**src/rtl/cmdstat_pkg.sv**
```systemverilog
package cmdstat_pkg;

    localparam int REG_W = 32;

    typedef logic [REG_W-1:0] reg_word_t;

    // One cycle's worth of requested changes to the command bits.
    typedef struct packed {
        reg_word_t set_bits;
        reg_word_t clr_bits;
    } cmd_upd_t;

    // Overrun tracker state carried as one bundle.
    typedef struct packed {
        logic [1:0] cnt;
        logic       flag;
    } ovr_state_t;

    // Contiguous field mask of width bits starting at lsb.
    function automatic reg_word_t field_mask(input int lsb, input int width);
        reg_word_t m;
        m = '0;
        for (int i = 0; i < REG_W; i++) begin
            if (i >= lsb && i < lsb + width) m[i] = 1'b1;
        end
        return m;
    endfunction

    // Next command word when a set beats a clear on the same bit.
    function automatic reg_word_t upd_set_first(input reg_word_t cur, input cmd_upd_t u);
        return (cur & ~u.clr_bits) | u.set_bits;
    endfunction

    // Next command word when a clear beats a set on the same bit.
    function automatic reg_word_t upd_clr_first(input reg_word_t cur, input cmd_upd_t u);
        return (cur | u.set_bits) & ~u.clr_bits;
    endfunction

endpackage

```
**src/rtl/cmdstat_cmd_bank.sv**
```systemverilog
module cmdstat_cmd_bank
    import cmdstat_pkg::*;
#(
    parameter reg_word_t LIVE_MASK = 32'h0000_001F,
    parameter bit        CLR_WINS  = 1'b0
) (
    input  logic      clk,
    input  logic      rst,
    input  cmd_upd_t  upd,
    output reg_word_t cmd_q
);

    reg_word_t cmd_d;

    generate
        if (CLR_WINS) begin : g_clr_first
            always_comb cmd_d = upd_clr_first(cmd_q, upd);
        end else begin : g_set_first
            always_comb cmd_d = upd_set_first(cmd_q, upd);
        end
    endgenerate

    // Positions outside the live mask never leave zero.
    always_ff @(posedge clk) begin
        if (rst) cmd_q <= '0;
        else     cmd_q <= cmd_d & LIVE_MASK;
    end

endmodule

```
**src/rtl/cmdstat_ovr_track.sv**
```systemverilog
module cmdstat_ovr_track
    import cmdstat_pkg::*;
(
    input  logic       clk,
    input  logic       rst,
    input  logic       eof_overrun,
    input  logic       flag_clr,
    output ovr_state_t st_q
);

    ovr_state_t st_d;

    always_comb begin
        st_d = st_q;
        if (eof_overrun) begin
            st_d.cnt  = st_q.cnt + 2'd1;
            st_d.flag = 1'b1;
        end else if (flag_clr) begin
            st_d.flag = 1'b0;
        end
    end

    always_ff @(posedge clk) begin
        if (rst) st_q <= '0;
        else     st_q <= st_d;
    end

endmodule

```
**src/rtl/cmdstat_rd_path.sv**
```systemverilog
module cmdstat_rd_path
    import cmdstat_pkg::*;
#(
    parameter int OVR_LSB = 16
) (
    input  logic       hit,
    input  reg_word_t  cmd_q,
    input  logic [1:0] cnt,
    output reg_word_t  rdata
);

    reg_word_t image;

    always_comb begin
        image = cmd_q;
        image[OVR_LSB +: 2] = cnt;
        rdata = hit ? image : '0;
    end

endmodule

```
**src/rtl/cmd_status_reg.sv**
```systemverilog
module cmd_status_reg
    import cmdstat_pkg::*;
#(
    parameter logic [31:0] CMD_MASK = 32'h0000_001F,
    parameter int          OVR_LSB  = 16,
    parameter bit          CLR_WINS = 1'b0
) (
    input  logic        clk,
    input  logic        rst,
    input  logic        reg_hit,
    input  logic        reg_wr,
    input  logic [31:0] reg_wdata,
    output logic [31:0] reg_rdata,
    input  logic [31:0] hw_clr,
    output logic [31:0] cmd_q,
    input  logic        eof_overrun,
    input  logic        ovr_flag_clr,
    output logic        ovr_flag
);

    localparam reg_word_t OVR_FIELD = field_mask(OVR_LSB, 2);
    localparam reg_word_t LIVE_MASK = CMD_MASK & ~OVR_FIELD;

    cmd_upd_t   upd;
    ovr_state_t ovr_st;
    logic [1:0] ovr_cnt;
    logic       wr_fire;

    assign wr_fire = reg_hit & reg_wr;

    always_comb begin
        upd.set_bits = wr_fire ? (reg_wdata & LIVE_MASK) : '0;
        upd.clr_bits = hw_clr & LIVE_MASK;
    end

    cmdstat_cmd_bank #(
        .LIVE_MASK (LIVE_MASK),
        .CLR_WINS  (CLR_WINS)
    ) u_bank (
        .clk   (clk),
        .rst   (rst),
        .upd   (upd),
        .cmd_q (cmd_q)
    );

    cmdstat_ovr_track u_ovr (
        .clk         (clk),
        .rst         (rst),
        .eof_overrun (eof_overrun),
        .flag_clr    (ovr_flag_clr),
        .st_q        (ovr_st)
    );

    assign ovr_cnt  = ovr_st.cnt;
    assign ovr_flag = ovr_st.flag;

    cmdstat_rd_path #(
        .OVR_LSB (OVR_LSB)
    ) u_rd (
        .hit   (reg_hit),
        .cmd_q (cmd_q),
        .cnt   (ovr_cnt),
        .rdata (reg_rdata)
    );

endmodule

```
**config.mk**
```make
export PLATFORM = sky130hd
export DESIGN_NAME = cmd_status_reg
export DESIGN_NICKNAME = d
export VERILOG_FILES = /design/src/rtl/cmdstat_pkg.sv /design/src/rtl/cmdstat_cmd_bank.sv /design/src/rtl/cmdstat_ovr_track.sv /design/src/rtl/cmdstat_rd_path.sv /design/src/rtl/cmd_status_reg.sv
export SDC_FILE = /design/constraint.sdc
export NUM_CORES = 1
export LEC_CHECK = 0
export ABC_CLOCK_PERIOD_IN_PS = 900
export BUFFER_PORTS_ARGS = -buffer_cell sky130_fd_sc_hd__buf_2
export CAP_MARGIN = 25
export CORE_MARGIN = 2
export CORE_UTILIZATION = 27
export DETAILED_ROUTE_END_ITERATION = 10
export PLACE_DENSITY = 0.8
export SKIP_LAST_GASP = 1
export SYNTH_ARGS = -nofsm -noshare
export SYNTH_HDL_FRONTEND = slang
export SYNTH_HIERARCHICAL = 1
export SYNTH_SLANG_ARGS = --single-unit
```
**constraint.sdc**
```tcl
create_clock -name clk -period 0.9 [get_ports clk]
set_input_delay 0.18 -clock clk [delete_from_list [all_inputs] [get_ports clk]]
set_output_delay 0.18 -clock clk [all_outputs]
set_load 0.03 [all_outputs]
```
## Word level (Yosys, flattened, before mapping)

Index checks and enable logic that the tools add are counted.

- Output and inout port bits: 65
- Bits of input ports: 70
- Logic and storage cells: 13
- Bits in registers: 8

- $add $sub $neg: 1
- Reduce and logical (&&, ||, !) cells: 1
- Muxes and demuxes: 4
- Bitwise gates (word level): 4

Operator list:

| operator | count |
|---|---|
| two-way mux 18 bit | 1 |
| bitwise AND 5 bit | 1 |
| two-way mux 5 bit | 1 |
| NOT 5 bit | 1 |
| bitwise OR 5 bit | 1 |
| adder 2 x 1 -> 2 bit (second input constant) | 1 |
| two-way mux 1 bit | 2 |
| nonzero test 2 bit | 1 |
| bitwise AND 1 bit | 1 |

## Depth between registers and ports, before layout

- Word-level depth: 3
- Mapped depth: 3
- Depth with buffers taken out: 3

## Modules after synthesis

Netlist, hierarchy kept.

By module, submodules not included:

| module | cells each | seq. area each (µm²) | times used | area each (µm²) |
|---|---|---|---|---|
| cmdstat_cmd_bank | 48 | 100.1 | 1 | 381.6 |
| cmdstat_rd_path | 35 | 0.0 | 1 | 255.2 |
| cmdstat_ovr_track | 11 | 60.1 | 1 | 110.1 |
| cmd_status_reg | 6 | 0.0 | 1 | 35.0 |

## Least setup slack after synthesis

No wires, ideal clock.

- Path type: reg2out
- Start: register u_bank.cmd_q[0]
- End: output reg_rdata[0]
- Buffers on the path: 0
- Setup slack: -66 ps
- Stages on the path, launching flop included: 2
- Arrival time: 786 ps
- Cell sequence: dfxtp_1 > and2_2

- Word-level cells in the longest chain between the ends: 1

RTL lines:

| element | RTL line | RTL |
|---|---|---|
| start: declaration | cmdstat_cmd_bank.sv:10 | `output reg_word_t cmd_q` |
| start signal: assignment | cmdstat_cmd_bank.sv:26 | `else cmd_q <= cmd_d & LIVE_MASK;` |
| two-way mux 18 bit | cmdstat_rd_path.sv:17 | `rdata = hit ? image : '0;` |
| end: declaration | cmd_status_reg.sv:13 | `output logic [31:0] reg_rdata,` |

Every way passes these cells.

## Worst setup path after layout

Same ends and word-level chain as after synthesis.

==> flow_summary.json <==
{
  "clock_latency_ns": 0.24,
  "hold_violations": 0,
  "cts_hold_buffers": 0,
  "first_pass_iters": 2,
  "vias_per_cell": 3.91,
  "layout.cells.non_filler": 163,
  "crit_path_max_fanout": 3,
  "rsz0062_at_grt": "yes",
  "crit_family": "flip-flops",
  "drc": 0,
  "crit_path_start_kind": "flip-flop",
  "final_area_sq_mm": 0.00103,
  "r2r_slack_ns": 0.10,
  "cts_tree": "done",
  "areaGrowthSynthToFinish_pct": 32.3,
  "hp-class": "in2reg",
  "endpoint": "reg_rdata[0]",
  "cts.sinks": 8,
  "final_util": 0.373,
  "port_buffers": 28,
  "postRouteAntennaNets": 0,
  "peakVddDrop_uv": 749,
  "slew_viol_final": 0,
  "num_rows": 19,
  "synth_area_sq_um": 778,
  "placed_area_sq_um": 891,
  "cp.required_ns": 0.72,
  "violations": "setup timing",
  "endpoint_kind": "output port",
  "ys_warn_count": 6,
  "antenna_found_initial": 0,
  "cts_htree_levels": 1,
  "r2r_start": "u_ovr/st_q[1]",
  "initial_core_util": 0.282,
  "cp_cell_sequence": "and2_4 -> buf_6",
  "drt_iter0_markers": 30,
  "syn_area_per_cell_sq_um": 7.86,
  "worstHoldPathCells": 3,
  "crit_type": "reg2out",
  "avgRoutedWirePerCell_um": 9.83,
  "grt_start_max_net_pins": 23,
  "via_count": 637,
  "grt_pass1_vias": 594,
  "slowest_delay_ns": 0.35,
  "worst-r2r-cell-count": 3,
  "total_power_w": 0.00123,
  "slowest_stage": "dfxtp_2",
  "final.setup.worst_slack_ns": -0.130,
  "crit_start": "u_bank/cmd_q[0]",
  "dp_cells": 157,
  "grt_overflow_total": 0,
  "cts_root_buffer": "clkbuf_4",
  "io-pin-count": 135,
  "finalCritPeriodShare": 1.14,
  "clk_pin_slew_ns": 0.05,
  "outcome": "finished, violations left",
  "post_synth_inst_count": 99,
  "clockBufferDepth": 2,
  "powerDensity_mw_per_mm2": 1200,
  "dp_hpwl_mm": 1.17,
  "p_leak_nw": 0.531,
  "nets": 204,
  "critPathArrivalTime_ns": 0.85,
  "die_w_um": 57.7,
  "core_region_area_sq_mm": 0.00276,
  "antenna_cells": 0,
  "cp_num_buf_inv": 1,
  "final.setup_skew_ns": 0.0000197,
  "r2r_end": "u_ovr/st_q[2]",
  "grt_usage": 0.0937,
  "gp_congestion": 0.610,
  "dieArea_sq_mm": 0.00333,
  "worstHoldStart": "hw_clr[4]",
  "grt_pass1_wl_mm": 2.30,
  "cts_buffers": 3,
  "clock.fmax_mhz": 971,
  "dp_worst_setup_slack_ns": -0.0766,
  "finalSetupViolCount": 10,
  "die_h_um": 57.7,
  "layout-drive-gt1-share": 0.583,
  "drv_cap": 0,
  "fin_crit_ns": 1.03,
  "finalWirelength_mm": 1.60,
  "cp.depth": 2
}
placed cells by master (no fill, tap or decap), drive strengths merged:
cell	instances
clkbuf	3
nor2	1
dfxtp	8
and3	5
conb	27
and2	32
inv	6
nand3b	1
a21bo	1
nand2b	6
xnor2	1
a21oi	7
buf	34
sequential cells by signal (all words and copies together), names as in the netlist:
name and cells:
u_ovr/st_q 3, u_bank/cmd_q 5
how the worst min path moves through the flow:
stage | endpoint
CTS | u_bank/cmd_q[3]
global route | u_bank/cmd_q[4]
finish | u_bank/cmd_q[4]
floorplan | u_bank/cmd_q[0]
detailed placement | u_bank/cmd_q[1]
global placement | u_bank/cmd_q[1]
worst reg2reg max path, cell delays in order, from the launching register on:
cell	delay, ns
dfxtp_2	0.32
buf_4	0.13
a21bo_1	0.18
a21oi_1	0.11
where the power goes:
group | internal [W] | switching [W]
registers | 0.000378 | 0.0000145
clock network | 0.000152 | 0.000106
logic | 0.000172 | 0.000409
total | 0.000702 | 0.000530
through the flow:
step / hold WS, ns / setup TNS, ns
6_report: 0.188 / -0.923
5_1_grt: 0.180 / -1.51
4_1_cts: 0.175 / -1.10
3_5_place_dp: 0.438 / -0.455
3_3_place_gp: 0.443 / -0.440
2_1_floorplan: 0.242 / 0
cell type report:
class / count / area, sq um
inverter: 6 / 22.5
clock buffer: 3 / 22.5
timing repair buffer: 34 / 292
fill: 286 / 1730
multi-input combinational: 81 / 484
tap: 31 / 38.8
sequential: 8 / 170
layer usage:
metal  vias up  part of all wire  track usage
li1        317                 -            -
met1       266              0.30       0.0755
met2        52              0.55        0.180
met3         2              0.14       0.0268
met4         0             0.017       0.0797
met5         -                 0            0
timing repair:
action	in CTS	in global routing
pin swaps	7	0
setup endpoints to repair	13	13
hold endpoints to repair	0	0
setup buffers	1	2
resized for setup	31	7
No activity file was read; power rests on OpenSTA's default activity.
